### config.mk
export PLATFORM = sky130hd
export DESIGN_NAME = mac_fwd_table
export DESIGN_NICKNAME = d
export VERILOG_FILES = /design/src/rtl/mac_fwd_pkg.sv /design/src/rtl/mac_fwd_match.sv /design/src/rtl/mac_fwd_store.sv /design/src/rtl/mac_fwd_decide.sv /design/src/rtl/mac_fwd_table.sv
export SDC_FILE = /design/constraint.sdc
export NUM_CORES = 2
export LEC_CHECK = 0
export BUFFER_PORTS_ARGS = -buffer_cell sky130_fd_sc_hd__buf_4
export CORE_ASPECT_RATIO = 0.75
export CORE_MARGIN = 3
export CORE_UTILIZATION = 55
export CTS_CLUSTER_DIAMETER = 30
export CTS_CLUSTER_SIZE = 8
export DETAILED_ROUTE_END_ITERATION = 8
export PLACE_DENSITY = 0.69
export SLEW_MARGIN = 10
export SYNTH_ARGS = -nofsm -noshare
export SYNTH_HDL_FRONTEND = slang
export SYNTH_SLANG_ARGS = --single-unit
### constraint.sdc
create_clock -name clk -period 3.56 [get_ports clk]
set_input_delay 0.712 -clock clk [delete_from_list [all_inputs] [get_ports clk]]
set_output_delay 0.712 -clock clk [all_outputs]
set_load 0.01 [all_outputs]
### src/rtl/mac_fwd_pkg.sv
package mac_fwd_pkg;

    localparam int MAC_W  = 48;
    localparam int NPORT  = 4;
    localparam int PORT_W = $clog2(NPORT);
    localparam int GROUP_BIT = 40;

    typedef logic [MAC_W-1:0]  mac_t;
    typedef logic [PORT_W-1:0] port_t;
    typedef logic [NPORT-1:0]  pmask_t;

    typedef struct packed {
        logic   valid;
        pmask_t mask;
        logic   cpu;
    } fwd_res_t;

    typedef struct packed {
        logic  valid;
        mac_t  mac;
        port_t port;
    } req_t;

    localparam mac_t BCAST_MAC = '1;

    function automatic logic mac_is_group(mac_t m);
        return m[GROUP_BIT];
    endfunction

    function automatic pmask_t port_bit(port_t p);
        return pmask_t'(1) << p;
    endfunction

    function automatic pmask_t flood_mask(port_t ingress);
        return ~port_bit(ingress);
    endfunction

endpackage

### src/rtl/mac_fwd_match.sv
module mac_fwd_match
    import mac_fwd_pkg::*;
#(
    parameter int NUM_ENTRIES = 16
) (
    input  logic [NUM_ENTRIES-1:0] ent_valid,
    input  mac_t                   ent_mac  [NUM_ENTRIES],
    input  port_t                  ent_port [NUM_ENTRIES],
    input  mac_t                   key,
    output logic [NUM_ENTRIES-1:0] hit_vec,
    output logic                   hit,
    output port_t                  hit_port
);
    for (genvar i = 0; i < NUM_ENTRIES; i++) begin : g_cmp
        assign hit_vec[i] = ent_valid[i] && (ent_mac[i] == key);
    end

    always_comb begin
        hit_port = '0;
        for (int i = 0; i < NUM_ENTRIES; i++) begin
            if (hit_vec[i]) hit_port = hit_port | ent_port[i];
        end
    end

    assign hit = |hit_vec;
endmodule

### src/rtl/mac_fwd_store.sv
module mac_fwd_store
    import mac_fwd_pkg::*;
#(
    parameter int NUM_ENTRIES = 16,
    parameter int AGE_LIMIT   = 300,
    localparam int AGE_W = $clog2(AGE_LIMIT + 1),
    localparam int IDX_W = (NUM_ENTRIES > 1) ? $clog2(NUM_ENTRIES) : 1
) (
    input  logic                   clk,
    input  logic                   rst,
    input  logic                   age_tick,
    input  req_t                   wr,
    input  logic [NUM_ENTRIES-1:0] wr_hit_vec,
    output logic [NUM_ENTRIES-1:0] ent_valid,
    output mac_t                   ent_mac  [NUM_ENTRIES],
    output port_t                  ent_port [NUM_ENTRIES]
);
    localparam logic [AGE_W-1:0] LAST_AGE = AGE_W'(AGE_LIMIT - 1);
    localparam logic [IDX_W-1:0] LAST_IDX = IDX_W'(NUM_ENTRIES - 1);

    logic             wr_hit;
    logic [IDX_W-1:0] rr_ptr;

    assign wr_hit = |wr_hit_vec;

    always_ff @(posedge clk) begin
        if (rst) begin
            rr_ptr <= '0;
        end else if (wr.valid && !wr_hit) begin
            rr_ptr <= (rr_ptr == LAST_IDX) ? '0 : rr_ptr + 1'b1;
        end
    end

    for (genvar i = 0; i < NUM_ENTRIES; i++) begin : g_ent
        logic [AGE_W-1:0] age;
        logic             sel;

        assign sel = wr.valid && (wr_hit ? wr_hit_vec[i] : (rr_ptr == IDX_W'(i)));

        always_ff @(posedge clk) begin
            if (rst) begin
                ent_valid[i] <= 1'b0;
                ent_mac[i]   <= '0;
                ent_port[i]  <= '0;
                age          <= '0;
            end else if (sel) begin
                ent_valid[i] <= 1'b1;
                ent_mac[i]   <= wr.mac;
                ent_port[i]  <= wr.port;
                age          <= '0;
            end else if (age_tick && ent_valid[i]) begin
                if (age == LAST_AGE) begin
                    ent_valid[i] <= 1'b0;
                    age          <= '0;
                end else begin
                    age <= age + 1'b1;
                end
            end
        end
    end
endmodule

### src/rtl/mac_fwd_decide.sv
module mac_fwd_decide
    import mac_fwd_pkg::*;
#(
    parameter mac_t CPU_MAC = 48'h0200_0000_00FE
) (
    input  logic     clk,
    input  logic     rst,
    input  req_t     lkp,
    input  logic     hit,
    input  port_t    hit_port,
    output fwd_res_t res
);
    fwd_res_t nxt;

    always_comb begin
        nxt.valid = lkp.valid;
        nxt.cpu   = 1'b0;
        nxt.mask  = '0;
        if (lkp.mac == CPU_MAC) begin
            nxt.cpu = 1'b1;
        end else if (lkp.mac == BCAST_MAC || !hit) begin
            nxt.mask = flood_mask(lkp.port);
        end else begin
            nxt.mask = port_bit(hit_port);
        end
    end

    always_ff @(posedge clk) begin
        if (rst) res <= '0;
        else     res <= nxt;
    end
endmodule

### src/rtl/mac_fwd_table.sv
module mac_fwd_table
    import mac_fwd_pkg::*;
#(
    parameter int   NUM_ENTRIES = 16,
    parameter int   AGE_LIMIT   = 300,
    parameter mac_t CPU_MAC     = 48'h0200_0000_00FE
) (
    input  logic        clk,
    input  logic        rst,
    input  logic        lrn_valid,
    input  logic [47:0] lrn_mac,
    input  logic [1:0]  lrn_port,
    input  logic        lkp_valid,
    input  logic [47:0] lkp_mac,
    input  logic [1:0]  lkp_port,
    input  logic        age_tick,
    output logic        res_valid,
    output logic [3:0]  res_mask,
    output logic        res_cpu
);
    logic [NUM_ENTRIES-1:0] ent_valid;
    mac_t                   ent_mac  [NUM_ENTRIES];
    port_t                  ent_port [NUM_ENTRIES];

    req_t                   wr_req, lk_req;
    logic [NUM_ENTRIES-1:0] lrn_hit_vec, lkp_hit_vec;
    logic                   lrn_hit, lkp_hit;
    port_t                  lrn_hit_port, lkp_hit_port;
    fwd_res_t               res;

    assign wr_req.valid = lrn_valid && !mac_is_group(lrn_mac);
    assign wr_req.mac   = lrn_mac;
    assign wr_req.port  = lrn_port;

    assign lk_req.valid = lkp_valid;
    assign lk_req.mac   = lkp_mac;
    assign lk_req.port  = lkp_port;

    mac_fwd_match #(.NUM_ENTRIES(NUM_ENTRIES)) u_lrn_match (
        .ent_valid (ent_valid),
        .ent_mac   (ent_mac),
        .ent_port  (ent_port),
        .key       (lrn_mac),
        .hit_vec   (lrn_hit_vec),
        .hit       (lrn_hit),
        .hit_port  (lrn_hit_port)
    );

    mac_fwd_match #(.NUM_ENTRIES(NUM_ENTRIES)) u_lkp_match (
        .ent_valid (ent_valid),
        .ent_mac   (ent_mac),
        .ent_port  (ent_port),
        .key       (lkp_mac),
        .hit_vec   (lkp_hit_vec),
        .hit       (lkp_hit),
        .hit_port  (lkp_hit_port)
    );

    mac_fwd_store #(.NUM_ENTRIES(NUM_ENTRIES), .AGE_LIMIT(AGE_LIMIT)) u_store (
        .clk        (clk),
        .rst        (rst),
        .age_tick   (age_tick),
        .wr         (wr_req),
        .wr_hit_vec (lrn_hit_vec),
        .ent_valid  (ent_valid),
        .ent_mac    (ent_mac),
        .ent_port   (ent_port)
    );

    mac_fwd_decide #(.CPU_MAC(CPU_MAC)) u_decide (
        .clk      (clk),
        .rst      (rst),
        .lkp      (lk_req),
        .hit      (lkp_hit),
        .hit_port (lkp_hit_port),
        .res      (res)
    );

    assign res_valid = res.valid;
    assign res_mask  = res.mask;
    assign res_cpu   = res.cpu;

    logic unused_lrn;
    assign unused_lrn = lrn_hit ^ (|lrn_hit_port) ^ (|lkp_hit_vec);
endmodule

## After elaboration in Yosys (flattened, before gate mapping)

Cells that the tools add are included.

- Word-level logic and storage cells: 405
- Register bits: 970
- Bits of input ports: 105
- Output and inout bits: 6

- Reduce and logical (&&, ||, !) cells: 138
- Add/sub/neg operators: 17
- Shift operators: 2
- Bitwise operators: 16
- Eq/ne operators: 65
- Muxes and demuxes: 99

Operators by type and width:

| cell | number |
|---|---|
| 48-bit equality test | 32 |
| 9-bit by 1-bit adder with 9-bit output, second input constant | 16 |
| 9-bit equality test, second input constant | 16 |
| 9-bit 2-to-1 mux | 16 |
| 1-bit logical AND | 66 |
| 1-bit 2-to-1 mux | 65 |
| 2-bit nonzero test | 32 |
| 48-bit by 42-bit equality test with 1-bit output, second input constant | 1 |
| 48-bit equality test, second input constant | 1 |
| 2-bit OR reduction | 17 |
| 4-bit equality test, second input constant | 8 |
| 2-bit 2-to-1 mux | 16 |
| 2-bit AND reduction | 16 |
| 16-bit OR reduction | 2 |
| 2-bit bitwise OR | 15 |
| 4-bit by 3-bit equality test with 1-bit output, second input constant | 4 |
| 4-bit by 2-bit equality test with 1-bit output, second input constant | 2 |
| 4-bit 2-to-1 mux | 2 |
| 1-bit by 2-bit left shift with 4-bit output, first input constant | 2 |
| 4-bit by 1-bit adder with 4-bit output, second input constant | 1 |
| 4-bit by 1-bit equality test with 1-bit output, second input constant | 1 |
| 4-bit logical NOT | 1 |
| 4-bit inverter | 1 |
| 1-bit logical NOT | 3 |
| 1-bit logical OR | 1 |

## Longest topological paths before layout

- Depth in word-level cells: 35
- Mapped depth: 16

## Hierarchy

A second synthesis with hierarchy kept.

- Cell total of the unflattened synthesis: 6191
- Area total of the unflattened synthesis: 58807.7 um^2

Modules (own cells, without submodules):

| module | times used | area each (um^2) | cells each |
|---|---|---|---|
| mac_fwd_store | 1 | 38807.2 | 3672 |
| mac_fwd_match | 2 | 9748.1 | 1230 |
| mac_fwd_decide | 1 | 490.5 | 58 |
| mac_fwd_table | 1 | 13.8 | 1 |

## Worst setup path before layout

No wires, ideal clock.

- Path kind: input-to-reg
- From: input lrn_mac[43]
- To: register u_store.ent_mac[509] (netlist bit)
- Arrival time: 3.196 ns
- Path slack: 0.248 ns
- Library setup time: 0.116 ns
- Stages on the path: 13
- Data required time: 3.444 ns
- Buffers on the path: 5
- Cell sequence: buf_2 -> buf_4 -> xor2_1 -> nor4_1 -> nand4_1 -> or4_1 -> and4_1 -> buf_6 -> a41oi_2 -> buf_2 -> buf_4 -> nor3_1 -> a31o_1

- Longest elaborated chain between the ends: 5
- Elaborated cells between the ends (all ways): 35
- Those cells by class: 16 x eq/ne; 1 x mux; 18 x reduce/logical

RTL lines:

| item | line | source |
|---|---|---|
| start, declared | mac_fwd_table.sv:11 | `input logic [47:0] lrn_mac,` |
| 48-bit equality test | mac_fwd_match.sv:15 | `assign hit_vec[i] = ent_valid[i] && (ent_mac[i] == key);` |
| 1-bit logical AND | mac_fwd_match.sv:15 |  |
| 16-bit OR reduction | n/a |  |
| 1-bit 2-to-1 mux * | mac_fwd_store.sv:38 | `assign sel = wr.valid && (wr_hit ? wr_hit_vec[i] : (rr_ptr == IDX_W'(i)));` |
| 1-bit logical AND * | mac_fwd_store.sv:38 |  |
| end signal, assigned by index | mac_fwd_store.sv:48 | `ent_mac[i] <= wr.mac;` |
| end, declared | mac_fwd_store.sv:15 | `output mac_t ent_mac [NUM_ENTRIES],` |

Mark *: on every way between the ends. The rest lies on a longest branch, timed or not.
A chain may end at the register's enable or synchronous reset.

## Final worst setup path

- From: register u_store.ent_mac[63] (netlist bit)
- To: register u_store.ent_mac[280] (netlist bit)

- Longest elaborated chain between the ends: 5

RTL lines:

| item | line |
|---|---|
| 48-bit equality test | mac_fwd_match.sv:15 |
| 1-bit logical AND | mac_fwd_match.sv:15 |
| 16-bit OR reduction | n/a |
| 1-bit 2-to-1 mux | mac_fwd_store.sv:38 |
| 1-bit logical AND | mac_fwd_store.sv:38 |

No other way between the ends.

==> flow_metrics.env <==
export IMPL_first_global_vias=52550
export IMPL_synthDistinctLibCells=72
export IMPL_holdPathStages=2
export IMPL_drv_slew=0
export IMPL_die_w_um=373.7
export IMPL_hold_path_class="in -> reg"
export IMPL_syn_nets=6418
export IMPL_layout_cells_non_filler=8425
export IMPL_worstPathArrival_ps=4400
export IMPL_ys_ff_latch=970
export IMPL_synthAdderAreaFrac=0.004488
export IMPL_drc_errors=6
export IMPL_cap_violations=0
export IMPL_port_buffers=110
export IMPL_reg2reg_depth=11
export IMPL_netlist_area_mm2=0.05576
export IMPL_ctsHoldBuffers=0
export IMPL_cts_root_buf="clkbuf_16"
export IMPL_cts_tree="yes"
export IMPL_vdd_ir_drop_worst_mv=0.4560
export IMPL_cp_slowest_cell="dfxtp_1"
export IMPL_vias=56440
export IMPL_io_pins=111
export IMPL_syn_avg_cell_area_um2=8.860
export IMPL_layout_commonest_cell="dfxtp_1"
export IMPL_clock_sinks=970
export IMPL_gr_usage_met3=0.2585
export IMPL_p_per_area_mw_per_mm2=480.7
export IMPL_min_period_ps=3698
export IMPL_met1_usage=0.6728
export IMPL_cp_common_cell="nand4_1"
export IMPL_grt_met2_usage=0.7176
export IMPL_ys_flop_type="dfxtp_1"
export IMPL_hold_viol=0
export IMPL_total_power_mw=34.47
export IMPL_end_kind="register"
export IMPL_busiest_layer="met2"
export IMPL_coreArea_mm2=0.09985
export IMPL_avgRoutedWirePerCell_um=35.32
export IMPL_clk_latency_ps=820
export IMPL_synth_mux_area_frac=0.09997
export IMPL_clk_pin_slew_ps=50
export IMPL_synthCells=6293
export IMPL_dpl_hpwl_um=214700
export IMPL_pre_cts_slack_ps=-939.0
export IMPL_area_growth_pct=28.61
export IMPL_worstPathCellList="xnor2_1, nand4_1, nor4_1, nand4_1, o2111ai_2, buf_4, or4_4, o21ai_1, nand2_4, buf_12, and3_1"
export IMPL_mostFrequentLayoutCells="dfxtp_1 (968), xor2_1 (962), buf_4 (807)"
export IMPL_critPathMaxFanout=17
export IMPL_ys_seq_area_frac=0.3483
export IMPL_timing_final_crit_share=1.039
export IMPL_grt_usage=0.5437
export IMPL_drtIter0Drc=9575
export IMPL_finalSetupTns_ps=-33690
export IMPL_drtPass1Iterations=9
export IMPL_synth_edf_count=0
export IMPL_gp_congestion=1.131
export IMPL_synth_simple_area_share=0.1802
export IMPL_grt_max_degree=129
export IMPL_setup_slack_ps=-138.1
export IMPL_start_kind="register"
export IMPL_max_stage_delay_ps=590
export IMPL_finClkSkew_ps=40.31
export IMPL_synthXorXnorAreaFrac=0.2421
export IMPL_grt_ovfl_total=0
export IMPL_status="finished, violations left"
export IMPL_drt_wl_total_um=297600
export IMPL_rows=100
export IMPL_yosys_warnings=0
export IMPL_utilization=0.7182
export IMPL_fmax_mhz=270.4
export IMPL_grt_pass1_wl_um=404800
export IMPL_crit_required_ps=4260
export IMPL_clk_path_buf_depth=3
export IMPL_numCtsBuffers=196
export IMPL_drtAntennaViolNets=0
export IMPL_fp_dieH_um=281.7
export IMPL_crit_family="simple AND/OR/NAND/NOR gates"
export IMPL_async_flop_share=0
export IMPL_setup_viol=675
export IMPL_die_area_mm2=0.1053
export IMPL_worstSetupPathType="reg -> reg"
export IMPL_path_buf_inv=2
export IMPL_relSlewSlack=0.4410
export IMPL_failed_checks="design-rule violations, negative setup slack"
export IMPL_antenna_found_initial=18
export IMPL_drive_gt1_frac=0.2047
export IMPL_placed_cells=8048
export IMPL_cts_htree_levels=4
export IMPL_initial_core_util=0.5584
export IMPL_synth_compound_area_frac=0.07017
export IMPL_p_leak_nw=31.93
export IMPL_worst_slew_pin_slew_ps=830.8
export IMPL_via_per_inst=6.699
export IMPL_nets=7052
export IMPL_cp_num_cells=11
export IMPL_synth_top_family_by_area="XOR/XNOR gates"
==> path summary, 6_finish.rpt <==
check | startpoint | to | slack, ps
hold reg to reg | u_store.ent_port[4]$_SDFFE_PP0P_ | u_store.ent_port[4]$_SDFFE_PP0P_ | 460
setup reg to reg | u_store.ent_mac[63]$_SDFFE_PP0P_ | u_store.ent_mac[280]$_SDFFE_PP0P_ | -140
hold / removal | lkp_valid | u_decide.res[5]$_SDFF_PP0_ | 130
setup / recovery | u_store.ent_mac[63]$_SDFFE_PP0P_ | u_store.ent_mac[280]$_SDFFE_PP0P_ | -140
==> registers in the layout, indices dropped and copies added (netlist names) <==
name / count
u_store.ent_mac: 768
u_store.g_ent.age: 144
u_store.ent_port: 32
u_store.ent_valid: 16
u_decide.res: 6
u_store.rr_ptr: 4
==> Yosys cell counts, types with 9 or more instances <==
master / instances / area [um2]
a22o_1: 10 / 87.58
mux2i_1: 549 / 5495
nand2_1: 677 / 2541
nand3_1: 281 / 1406
clkbuf_1: 253 / 949.7
nand4_1: 214 / 1339
ha_1: 20 / 250.2
nor2_1: 84 / 315.3
dfxtp_1: 970 / 19420
o21ai_1: 55 / 275.3
nand2b_1: 54 / 337.8
nor3_1: 89 / 445.4
a21oi_1: 218 / 1091
o21ai_0: 164 / 820.8
nor4_1: 284 / 1777
or4_1: 12 / 90.09
o221ai_1: 11 / 96.34
inv_1: 95 / 356.6
xor2_1: 968 / 8478
and3_1: 88 / 550.5
buf_4: 49 / 367.9
and4_1: 9 / 78.83
or2_2: 15 / 93.84
o2111ai_1: 12 / 105.1
buf_1: 42 / 157.7
buf_2: 176 / 880.8
nor3b_2: 33 / 412.9
a31o_1: 47 / 411.6
and2_1: 15 / 93.84
nor2b_1: 19 / 118.9
o22ai_1: 29 / 181.4
buf_6: 28 / 315.3
xnor2_1: 573 / 5019
==> layout make-up <==
cell class / count / area (um2)
multi-input cells: 4673 / 33630
diodes: 16 / 40.04
repair buffers: 986 / 9649
flip-flops and latches: 970 / 19420
fillers: 7614 / 28130
well taps: 1326 / 1659
clock inverters: 90 / 1290
clock buffers: 264 / 5643
inverters: 100 / 382.9
==> layer usage <==
metal | wire length (um) | vias up | share of wire
met3 | 49830 | 1496 | 0.17
met4 | 28680 | 26 | 0.096
met1 | 108200 | 26800 | 0.36
met2 | 110600 | 5150 | 0.37
met5 | 267 | - | 0.00090
li1 | - | 22970 | -
==> per-stage QoR <==
| step | hold slack, ps | cell area, um2 |
|---|---|---|
| floorplan | 434.0 | 55760 |
| global placement | 444.4 | 64420 |
| detailed placement | 451.1 | 64420 |
| CTS | 103.5 | 71580 |
| global route | 122.0 | 71670 |
| finish | 126.5 | 71710 |
==> repair_timing <==
action                                  in CTS  in global routing
endpoints found under the setup margin     956                861
hold endpoints to repair                     0                  0
setup buffers                                4                  2
cloned                                       1                  0
gates resized for setup                     26                 14
pin swaps                                    7                 11
==> logic make-up after synthesis <==
group	Yosys count
fa+ha+maj	20
compound gates	634
mux	556
buf+inv	650
simple gates	1922
flops	970
xor+xnor	1541
==> report_power, final <==
part           total (mW)  internal, mW  switching [mW]
clock                19.3          12.8            6.56
combinational        4.12          1.32            2.80
sequential           11.0          10.9          0.0594
total                34.5          25.0            9.42
No activity file was read; power rests on OpenSTA's default activity.
